--- src/rtl/guard_pkg.sv ---
// Package: shared widths, register word indices and the cause encoding.
// Assumes word-aligned APB addresses; index = byte address / 4.
package guard_pkg;
    localparam int ADDR_W    = 8;
    localparam int DATA_W    = 32;
    localparam int CNT_W     = 24;
    localparam int DIV_W     = 9;
    localparam int N_SCRATCH = 8;

    localparam int IDX_CTRL   = 0;
    localparam int IDX_LOAD   = 1;
    localparam int IDX_CAUSE  = 2;
    localparam int IDX_SCR0   = 3;
    localparam int IDX_TICK   = IDX_SCR0 + N_SCRATCH;

    localparam int BIT_TRIG   = 31;
    localparam int BIT_EN     = 30;
    localparam int BIT_PAUSE  = 24;  // 26:24 = core1, core0, jtag

    typedef struct packed {
        logic forced;
        logic timeout;
    } cause_t;
endpackage

--- src/rtl/guard_tick_div.sv ---
// Module: guard_tick_div
// Divides the clock into single-cycle ticks, one every cfg_cycles clocks.
// Assumes: a cycles value of 0 or cfg_en low stops the divider; while
// stopped the remaining count mirrors cfg_cycles.
module guard_tick_div #(
    parameter int DIV_W = guard_pkg::DIV_W
) (
    input  logic             clk,
    input  logic             rst_n,
    input  logic             soft_rst,
    input  logic             cfg_en,
    input  logic [DIV_W-1:0] cfg_cycles,
    output logic             tick,
    output logic             running,
    output logic [DIV_W-1:0] remain
);
    localparam logic [DIV_W-1:0] ONE = DIV_W'(1);

    assign running = cfg_en && (cfg_cycles != '0);
    assign tick    = running && (remain <= ONE);

    // Remaining-cycle counter: reload on tick or while stopped, else count down.
    always_ff @(posedge clk) begin
        if (!rst_n || soft_rst) begin
            remain <= '0;
        end else if (!running || tick) begin
            remain <= cfg_cycles;
        end else begin
            remain <= remain - ONE;
        end
    end

    assert_tick_reload_R8: assert property (@(posedge clk) disable iff (!rst_n)
        (tick && !soft_rst) |=> (remain == $past(cfg_cycles)));

    assert_tick_countdown_R8: assert property (@(posedge clk) disable iff (!rst_n)
        (running && !tick && !soft_rst) |=> (remain == $past(remain) - ONE));
endmodule

--- src/rtl/guard_countdown.sv ---
// Module: guard_countdown
// 24-bit watchdog count: load has priority, then a step of -2 saturating at 0.
// Assumes: step is already qualified by enable and pause in the parent.
module guard_countdown #(
    parameter int CNT_W = guard_pkg::CNT_W
) (
    input  logic             clk,
    input  logic             rst_n,
    input  logic             soft_rst,
    input  logic             load_stb,
    input  logic [CNT_W-1:0] load_val,
    input  logic             step,
    output logic [CNT_W-1:0] count,
    output logic             at_zero
);
    localparam logic [CNT_W-1:0] TWO = CNT_W'(2);

    assign at_zero = (count == '0);

    // Count register: reset, load, or decrement by two with floor at zero.
    always_ff @(posedge clk) begin
        if (!rst_n || soft_rst) begin
            count <= '0;
        end else if (load_stb) begin
            count <= load_val;
        end else if (step) begin
            count <= (count < TWO) ? '0 : count - TWO;
        end
    end

    assert_step_by_two_R3: assert property (@(posedge clk) disable iff (!rst_n)
        (step && !load_stb && !soft_rst && count >= TWO) |=> (count == $past(count) - TWO));

    assert_no_wrap_R3: assert property (@(posedge clk) disable iff (!rst_n)
        (step && !load_stb && !soft_rst && count < TWO) |=> (count == '0));

    assert_hold_R4: assert property (@(posedge clk) disable iff (!rst_n)
        (!step && !load_stb && !soft_rst) |=> $stable(count));

    assert_load_R2: assert property (@(posedge clk) disable iff (!rst_n)
        (load_stb && !soft_rst) |=> (count == $past(load_val)));
endmodule

--- src/rtl/guard_regs.sv ---
// Module: guard_regs
// APB register file: control, load strobe, cause, scratch words and tick
// configuration, plus the request pulse and cause capture.
// Assumes: zero-wait APB; one access phase never directly follows another.
module guard_regs
    import guard_pkg::*;
#(
    parameter int ADDR_W    = guard_pkg::ADDR_W,
    parameter int DATA_W    = guard_pkg::DATA_W,
    parameter int CNT_W     = guard_pkg::CNT_W,
    parameter int DIV_W     = guard_pkg::DIV_W,
    parameter int N_SCRATCH = guard_pkg::N_SCRATCH
) (
    input  logic              clk,
    input  logic              rst_n,
    input  logic              soft_rst,
    input  logic              psel,
    input  logic              penable,
    input  logic              pwrite,
    input  logic [ADDR_W-1:0] paddr,
    input  logic [DATA_W-1:0] pwdata,
    output logic [DATA_W-1:0] prdata,
    input  logic [CNT_W-1:0]  count,
    input  logic [DIV_W-1:0]  remain,
    input  logic              running,
    input  logic              expire,
    output logic              tmr_en,
    output logic [2:0]        pause_mask,
    output logic              div_en,
    output logic [DIV_W-1:0]  div_cycles,
    output logic              load_stb,
    output logic [CNT_W-1:0]  load_val,
    output logic              wdog_req
);
    localparam int IDX_W = ADDR_W - 2;

    logic [IDX_W-1:0]  idx;
    logic              wr;
    logic              trig;
    logic              fire;
    cause_t            cause;
    logic [DATA_W-1:0] scratch [N_SCRATCH];
    logic [1:0]        unused_addr_lsb;

    assign unused_addr_lsb = paddr[1:0];
    assign idx      = paddr[ADDR_W-1:2];
    assign wr       = psel && penable && pwrite;
    assign trig     = wr && (idx == IDX_W'(IDX_CTRL)) && pwdata[BIT_TRIG];
    assign fire     = trig || expire;
    assign load_stb = wr && (idx == IDX_W'(IDX_LOAD));
    assign load_val = pwdata[CNT_W-1:0];

    // Control fields: enable and pause mask; any request clears enable.
    always_ff @(posedge clk) begin
        if (!rst_n || soft_rst) begin
            tmr_en     <= 1'b0;
            pause_mask <= 3'b111;
        end else begin
            if (wr && idx == IDX_W'(IDX_CTRL)) begin
                tmr_en     <= pwdata[BIT_EN];
                pause_mask <= pwdata[BIT_PAUSE+2:BIT_PAUSE];
            end
            if (fire) begin
                tmr_en <= 1'b0;
            end
        end
    end

    // Request pulse: registered copy of trigger-or-expiry.
    always_ff @(posedge clk) begin
        if (!rst_n || soft_rst) begin
            wdog_req <= 1'b0;
        end else begin
            wdog_req <= fire;
        end
    end

    // Cause capture: forced wins over timeout; only hardware reset clears.
    always_ff @(posedge clk) begin
        if (!rst_n) begin
            cause <= '0;
        end else if (fire) begin
            cause.forced  <= trig;
            cause.timeout <= !trig;
        end
    end

    // Tick divider configuration.
    always_ff @(posedge clk) begin
        if (!rst_n || soft_rst) begin
            div_cycles <= '0;
            div_en     <= 1'b1;
        end else if (wr && idx == IDX_W'(IDX_TICK)) begin
            div_cycles <= pwdata[DIV_W-1:0];
            div_en     <= pwdata[DIV_W];
        end
    end

    // Scratch words: one register per word, cleared by hardware reset only.
    for (genvar i = 0; i < N_SCRATCH; i++) begin : g_scratch
        always_ff @(posedge clk) begin
            if (!rst_n) begin
                scratch[i] <= '0;
            end else if (wr && idx == IDX_W'(IDX_SCR0 + i)) begin
                scratch[i] <= pwdata;
            end
        end
    end

    // Read multiplexer; unmapped and write-only offsets return zero.
    always_comb begin
        prdata = '0;
        if (idx == IDX_W'(IDX_CTRL)) begin
            prdata[CNT_W-1:0]              = count;
            prdata[BIT_PAUSE+2:BIT_PAUSE]  = pause_mask;
            prdata[BIT_EN]                 = tmr_en;
        end else if (idx == IDX_W'(IDX_CAUSE)) begin
            prdata[1:0] = cause;
        end else if (idx == IDX_W'(IDX_TICK)) begin
            prdata[DIV_W-1:0]         = div_cycles;
            prdata[DIV_W]             = div_en;
            prdata[DIV_W+1]           = running;
            prdata[2*DIV_W+1:DIV_W+2] = remain;
        end else begin
            for (int k = 0; k < N_SCRATCH; k++) begin
                if (idx == IDX_W'(IDX_SCR0 + k)) begin
                    prdata = scratch[k];
                end
            end
        end
    end

    assert_req_clears_en_R5: assert property (@(posedge clk) disable iff (!rst_n)
        wdog_req |-> !tmr_en);

    assert_req_has_cause_R5: assert property (@(posedge clk) disable iff (!rst_n)
        wdog_req |-> (cause != '0));

    assert_force_pulse_R6: assert property (@(posedge clk) disable iff (!rst_n)
        (trig && !soft_rst) |=> (wdog_req && cause == 2'b10));

    assert_cause_only_on_req_R9: assert property (@(posedge clk) disable iff (!rst_n)
        (cause != $past(cause)) |-> wdog_req);
endmodule

--- src/rtl/guard_timer.sv ---
// Module: guard_timer (top)
// APB watchdog: tick divider, 24-bit countdown, pause gating, request logic.
// Assumes: the tick reference is clk itself; the reset controller that
// consumes wdog_req drives soft_rst back into this block.
module guard_timer
    import guard_pkg::*;
(
    input  logic        clk,
    input  logic        rst_n,
    input  logic        soft_rst,
    input  logic        psel,
    input  logic        penable,
    input  logic        pwrite,
    input  logic [7:0]  paddr,
    input  logic [31:0] pwdata,
    output logic [31:0] prdata,
    output logic        pready,
    input  logic        core0_halted,
    input  logic        core1_halted,
    input  logic        jtag_active,
    output logic        wdog_req
);
    logic [CNT_W-1:0] count;
    logic [DIV_W-1:0] remain;
    logic [DIV_W-1:0] div_cycles;
    logic [2:0]       pause_mask;
    logic             running, tick, div_en, tmr_en, paused;
    logic             load_stb, at_zero, expire, step;
    logic [CNT_W-1:0] load_val;

    assign pready = 1'b1;
    assign paused = |(pause_mask & {core1_halted, core0_halted, jtag_active});
    assign step   = tmr_en && !paused && tick;
    assign expire = tmr_en && !paused && at_zero;

    guard_regs u_regs (
        .clk        (clk),
        .rst_n      (rst_n),
        .soft_rst   (soft_rst),
        .psel       (psel),
        .penable    (penable),
        .pwrite     (pwrite),
        .paddr      (paddr),
        .pwdata     (pwdata),
        .prdata     (prdata),
        .count      (count),
        .remain     (remain),
        .running    (running),
        .expire     (expire),
        .tmr_en     (tmr_en),
        .pause_mask (pause_mask),
        .div_en     (div_en),
        .div_cycles (div_cycles),
        .load_stb   (load_stb),
        .load_val   (load_val),
        .wdog_req   (wdog_req)
    );

    guard_tick_div u_div (
        .clk        (clk),
        .rst_n      (rst_n),
        .soft_rst   (soft_rst),
        .cfg_en     (div_en),
        .cfg_cycles (div_cycles),
        .tick       (tick),
        .running    (running),
        .remain     (remain)
    );

    guard_countdown u_cnt (
        .clk      (clk),
        .rst_n    (rst_n),
        .soft_rst (soft_rst),
        .load_stb (load_stb),
        .load_val (load_val),
        .step     (step),
        .count    (count),
        .at_zero  (at_zero)
    );

    assert_paused_hold_R4: assert property (@(posedge clk) disable iff (!rst_n)
        (paused && !load_stb && !soft_rst) |=> $stable(count));
endmodule

--- config.mk ---
export PLATFORM = sky130hd
export DESIGN_NAME = guard_timer
export DESIGN_NICKNAME = d
export VERILOG_FILES = /design/src/rtl/guard_pkg.sv /design/src/rtl/guard_tick_div.sv /design/src/rtl/guard_countdown.sv /design/src/rtl/guard_regs.sv /design/src/rtl/guard_timer.sv
export SDC_FILE = /design/constraint.sdc
export NUM_CORES = 1
export LEC_CHECK = 0
export BUFFER_PORTS_ARGS = -buffer_cell sky130_fd_sc_hd__buf_2
export CAP_MARGIN = 20
export CORE_ASPECT_RATIO = 0.75
export CORE_MARGIN = 2
export CORE_UTILIZATION = 25
export DETAILED_ROUTE_END_ITERATION = 10
export SYNTH_ARGS = -nofsm -noshare
export SYNTH_HDL_FRONTEND = slang
export SYNTH_SLANG_ARGS = --single-unit
--- constraint.sdc ---
create_clock -name clk -period 5.7 [get_ports clk]
set_input_delay 1.14 -clock clk [delete_from_list [all_inputs] [get_ports clk]]
set_output_delay 1.14 -clock clk [all_outputs]
set_load 0.02 [all_outputs]
==> results of run 1 <==
report_power, final:
part           leakage [nW]  total (mW)  internal [mW]  switching [mW]
Sequential             2.83        2.54           2.51          0.0267
Combinational          2.45       0.241         0.0579           0.183
Clock                 0.500        2.10           1.20           0.898
Total                  5.79        4.88           3.77            1.11
sequential cells by signal, indices dropped and copies added, names as in the netlist:
name               cells
u_cnt.count           24
u_regs.scratch       256
u_div.remain           9
u_regs.wdog_req        1
u_regs.tmr_en          1
u_regs.div_cycles      9
u_regs.div_en          1
u_regs.cause           2
u_regs.pause_mask      3
per-stage QoR:
step                      setup WS, ps  utilization  power (mW)  instances
after floorplan                    720            -        2.69       1222
after global placement             654        0.279        2.82       2001
after detailed placement           616        0.279        2.82       2001
after CTS                          605        0.297        4.90       2060
after global routing               449        0.297        5.00       2060
final                              575        0.297        4.88       2064
layout make-up:
class / instances / area, um^2
well taps: 731 / 915
clock inverters: 12 / 97.6
clock buffers: 47 / 940
flip-flops and latches: 306 / 8690
repair buffers: 126 / 761
multi-input cells: 832 / 5190
fillers: 5690 / 39300
inverters: 6 / 22.5
diodes: 4 / 10.0
cells in the mapped netlist, drive strengths merged (2+ instances only):
| cell type | instances | area [um^2] |
|---|---|---|
| mux2i | 10 | 100 |
| o31ai | 23 | 173 |
| o22ai | 12 | 75.1 |
| a211oi | 15 | 113 |
| xor2 | 4 | 35.0 |
| and2 | 257 | 1610 |
| or4 | 5 | 41.3 |
| or3 | 5 | 31.3 |
| nand3b | 2 | 15.0 |
| nor2 | 82 | 320 |
| o21ai | 30 | 154 |
| nor3b | 3 | 27.5 |
| nand2b | 7 | 43.8 |
| a221o | 4 | 40.0 |
| nand3 | 62 | 315 |
| nand2 | 100 | 375 |
| a31oi | 12 | 75.1 |
| nor3 | 18 | 121 |
| o211ai | 3 | 22.5 |
| or2 | 3 | 21.3 |
| xnor2 | 5 | 43.8 |
| a222oi | 23 | 230 |
| a22oi | 54 | 405 |
| a22o | 3 | 26.3 |
| a21oi | 26 | 130 |
| clkbuf | 44 | 165 |
| a221oi | 10 | 87.6 |
| a32oi | 4 | 35.0 |
| and3 | 6 | 37.5 |
| nand4 | 4 | 25.0 |
| edfxtp | 256 | 7690 |
| nor2b | 11 | 68.8 |
| buf | 34 | 185 |
| nand4b | 2 | 17.5 |
| inv | 6 | 22.5 |
| dfxtp | 50 | 1000 |
| ha | 3 | 37.5 |
| or4b | 2 | 20.0 |
| nor4 | 8 | 65.1 |
layer usage:
metal,track usage,up-vias,share of wire
met5,0,-,0.0011
met4,0.0317,8,0.017
met3,0.0501,77,0.11
met2,0.229,449,0.43
met1,0.216,5082,0.44
li1,-,4688,-
cells by family (layout without fill, tap and decap cells):
kind of cell,after synthesis,after routing,share of synthesized area
AOI/OAI and AO/OA,229,229,0.118
adders and majority gates,3,3,0.00266
xor gates and xnor gates,9,9,0.00558
DFF,306,306,0.615
muxes,10,10,0.00708
and+or+nand+nor,580,580,0.225
buffers and inverters,84,191,0.0264
other,1,5,0.000265
path summary, 6_finish.rpt:
path	start	endpoint	slack [ps]	cells after the start
worst max register to register	u_regs.div_cycles[1]	u_cnt.count[2]	2900	6
worst min-delay path	u_cnt.count[15]	u_cnt.count[15]	480	2
worst min register to register	u_cnt.count[15]	u_cnt.count[15]	480	2
worst max-delay path	paddr[3]	prdata[16]	570	9
worst reg2reg max path, stage by stage, from the launching register on:
cell and delay (ps):
dfxtp_1 370, or4_1 550, o41ai_2 550, or3_1 610, nor3_2 270, a32oi_1 230, a21oi_1 90
==> summary.txt, run 1 <==
Top delay family on crit path: compound AO/OA/AOI/OAI gates
initial antenna violation count: 10
worst path arrival time: 3990 ps
Layout Skew: 10.6 ps
Buf/Inv on CP: 3
commonest cells after routing, fill and taps aside: and2_1 (257), edfxtp_1 (256), nand2_1 (98)
Hold WC Path Type: reg2reg
crit share post-route: 0.899
Initial Util: 0.253
final setup violation count: 0
WL/cell: 22.0 um
dpl cell area: 15600 um^2
Total GRT Usage: 0.153
hold_buf cts: 0
nets@finish: 1358
clock root buffer: clkbuf_16
row cnt: 75
WP data required: 4560 ps
Area Overhead vs Synth: 17.7%
DR pass1 iterations: 7
Core Area: 55900 um^2
f_max: 0.195 GHz
RSZ-0062 raised after global routing: no
Post-Syn Instances: 1222
Worst setup EP type: output port
Min Hold Slack: 483 ps
clk sink count: 306
first-pass GRT wire length: 66.4 mm
post-synthesis sequential area ratio: 0.615
Die H: 210 um
status: completed
Synth Net Count: 1274
Resize count post-CTS: 0
Die Area: 58500 um^2
largest net degree at the start of global routing: 36
H-tree depth: 2
critical path launch point type: input port
Final GP Congestion: 0.900
IO Port Bufs: 79
Detailed Route WL: 45.4 mm
CP max FO: 16
Syn Area/Cell: 11.6 um^2
Power Dens Cells: 293 nW/um^2
Cell variety after synth: 67
DRC: 0
slew margin rel.: 0.286
CP max-delay cell: a211oi_1
Clock transition at path regs: 50 ps
WS Path Type: in2out
CTS buffer count: 34
CP cell instances: buf_2 > nand2b_1 > nor2_2 > buf_4 > a222oi_1 > nand3_1 > a211oi_1 > o31ai_1 > buf_2
minimum clock period: 5130 ps
MaxCap Viol Count: 0
Fin Setup TNS: 0 ps
Final ANT Viol Nets: 0
register bit total from synthesis: 306
Post-Syn Area: 14100 um^2
vias per cell: 4.99
Max clock buf depth: 3
post-DP HPWL: 30.1 mm
post-CTS setup buffer count: 0
number of synthesis warnings: 0
drt initial violations: 1420
VDD IR max: 0.000182 V
Die Width: 279 um
CP peak stage delay: 830 ps
max-slew violation count: 0
share of post-route cells with drive strength above 1: 0.157
GRT overflow: 0
CTS tree: yes
worst-margin pin slew: 1070 ps
EDFF count, synth: 256
most common cell after layout, fill and taps aside: and2_1
top_reg_cell synth: edfxtp_1
clk_lat worst skew: 530 ps
Lkg Pwr: 5.79 nW
endpoints failing hold: 0
share of flip-flops with an asynchronous set or reset: 0
design area: 16600 um^2
vias in the first global route: 9933
Crit path top cell by count: buf_2
routed via count: 10300
# IOs: 83
No activity file was read; power rests on OpenSTA's default activity.
==> run 2, diff against run 1 <==
--- a/config.mk
+++ b/config.mk
@@ -7,10 +7,13 @@
 export LEC_CHECK = 0
 export BUFFER_PORTS_ARGS = -buffer_cell sky130_fd_sc_hd__buf_2
 export CAP_MARGIN = 20
+export CELL_PAD_IN_SITES_DETAIL_PLACEMENT = 1
+export CELL_PAD_IN_SITES_GLOBAL_PLACEMENT = 1
 export CORE_ASPECT_RATIO = 0.75
 export CORE_MARGIN = 2
 export CORE_UTILIZATION = 25
 export DETAILED_ROUTE_END_ITERATION = 10
+export PLACE_DENSITY_LB_ADDON = 0.1
 export SYNTH_ARGS = -nofsm -noshare
 export SYNTH_HDL_FRONTEND = slang
 export SYNTH_SLANG_ARGS = --single-unit
==> run 2 against run 1 <==
  * Highest routed layer unchanged
  * Critical path depth is 1 higher
  * Core utilization is 0.58 points higher
  * Largest power group unchanged
  * Worst setup slack better by 50 ps
  * Via count is 0.93% higher
  * First-iteration DRC count is 46% lower
  * Worst hold slack worse by 16 ps
==> summary.txt, run 2 (synthesis gave the netlist of run 1 again) <==
vias per cell: 4.97
largest net degree at the start of global routing: 33
crit share post-route: 0.890
r2r setup slk: 2520 ps
Switching Fraction: 0.238
nets@finish: 1382
row cnt: 75
design area: 17000 um^2
WP data required: 4560 ps
DR pass1 iterations: 6
part of the power in the clock network: 0.450
endpoints failing hold: 0
hold wc startpoint: u_cnt.count[15]
biggest regs: u_regs.scratch: 256 flops, u_cnt.count: 24 flops
MaxCap Viol Count: 0
Max clock buf depth: 3
routed via count: 10400
status: completed
Die H: 210 um
hold path cells: 2
Pwr Total: 5.11 mW
Fin Setup TNS: 0 ps
CP max FO: 12
Total GRT Usage: 0.190
final setup violation count: 0
Lkg Pwr: 5.96 nW
first-pass GRT wire length: 79.7 mm
Final ANT Viol Nets: 0
minimum clock period: 5070 ps
Internal: 3.89 mW
Area Overhead vs Synth: 20.0%
f_max: 0.197 GHz
Hold WC Path Type: reg2reg
Fillers: 6177
CTS buffer count: 38
clock root buffer: clkbuf_16
commonest cells after routing, fill and taps aside: and2_1 (257), edfxtp_1 (256), nand2_1 (98)
Hold Path End: u_cnt.count[15]
Core Area: 55900 um^2
Detailed Route WL: 55.1 mm
Flop pwr share: 0.497
Logic pwr share: 0.053
WL/cell: 26.4 um
DRC: 0
Largest register FFs: 256
critical path launch point type: input port
Die Width: 279 um
Resize count post-CTS: 0
Initial Util: 0.253
IO Port Bufs: 79
initial antenna violation count: 6
worst-margin pin slew: 1020 ps
post-CTS setup buffer count: 0
Worst setup EP type: output port
Final GP Congestion: 0.779
Power Dens Cells: 301 nW/um^2
H-tree depth: 2
Finished Core Util: 0.303
VDD IR max: 0.000155 V
Min Hold Slack: 467 ps
Clock transition at path regs: 60 ps
clk_lat worst skew: 550 ps
RSZ-0062 raised after global routing: no
Die Area: 58500 um^2
slew margin rel.: 0.311
clk sink count: 306
Top reg by flops: u_regs.scratch
Layout Skew: 8.25 ps
most common cell after layout, fill and taps aside: and2_1
post-DP HPWL: 37.4 mm
max-slew violation count: 0
vias in the first global route: 10800
share of post-route cells with drive strength above 1: 0.174
worst flop-to-flop path startpoint: u_cnt.count[1]
WS Path Type: in2out
hold_buf cts: 0
CTS tree: yes
sw power: 1.21 mW
Critical path origin: paddr[7]
cell count of the worst reg-to-reg path: 6
# IOs: 83
GRT overflow: 0
worst path arrival time: 3930 ps
dpl cell area: 15800 um^2
drt initial violations: 770
Critical R2R Capture: u_cnt.count[2]
## run 2: cell count changes in the layout (fill, tap and decap cells not counted), sizes merged
cell	before	now
clkbuf	47	52
diode	4	3
bufinv	1	0
buf	126	146
clkinv	8	12
## run 2: metal layers
layer	share of wire	vias to the layer above	GRT usage	wire length, um
li1	-	4756	-	-
met1	0.50	5332	0.283	27300
met2	0.43	238	0.286	23700
met3	0.056	72	0.0332	3100
met4	0.019	2	0.0451	1050
met5	0.00016	-	0	9
## run 2: final cells by class
cell class                 instances  area (um^2)  share of cell area
antenna                            3         7.51            0.000443
clock buffer                      52         1070              0.0634
clock inverter                    15         73.8             0.00435
inverter                           6         22.5             0.00133
multi-input combinational        832         5200               0.307
sequential                       306         8690               0.513
tap                              731          915              0.0540
timing repair buffer             146          968              0.0571
## run 2: how the worst max path moves through the flow
| stage | end | slack, ps | cells after the start |
|---|---|---|---|
| after global routing | prdata[23] | 450 | 10 |
| after floorplan | u_regs.scratch[1][100] | 720 | 6 |
| after CTS | prdata[9] | 520 | 9 |
| final | prdata[0] | 630 | 10 |
| after detailed placement | prdata[9] | 550 | 9 |
| after global placement | prdata[9] | 600 | 9 |
## run 2: power by group through the flow
stage	logic, mW	clock network, mW	registers, mW
detailed placement	0.270	0	2.59
finish	0.269	2.30	2.54
global route	0.287	2.44	2.55
CTS	0.271	2.36	2.54
floorplan	0.104	0	2.58
global placement	0.269	0	2.58
## run 2: stage by stage
step	worst slack, ps	cells
CTS	520	2087
detailed placement	547	2020
global placement	595	2020
global route	447	2088
floorplan	720	1222
finish	625	2091
## run 2: critical path: stages
cell and delay, ps:
buf_2 160, or4b_1 720, nor3_4 500, buf_4 330, buf_4 270, a21oi_1 100
nand3_1 180, nand3_1 100, nand3_1 190, buf_2 220
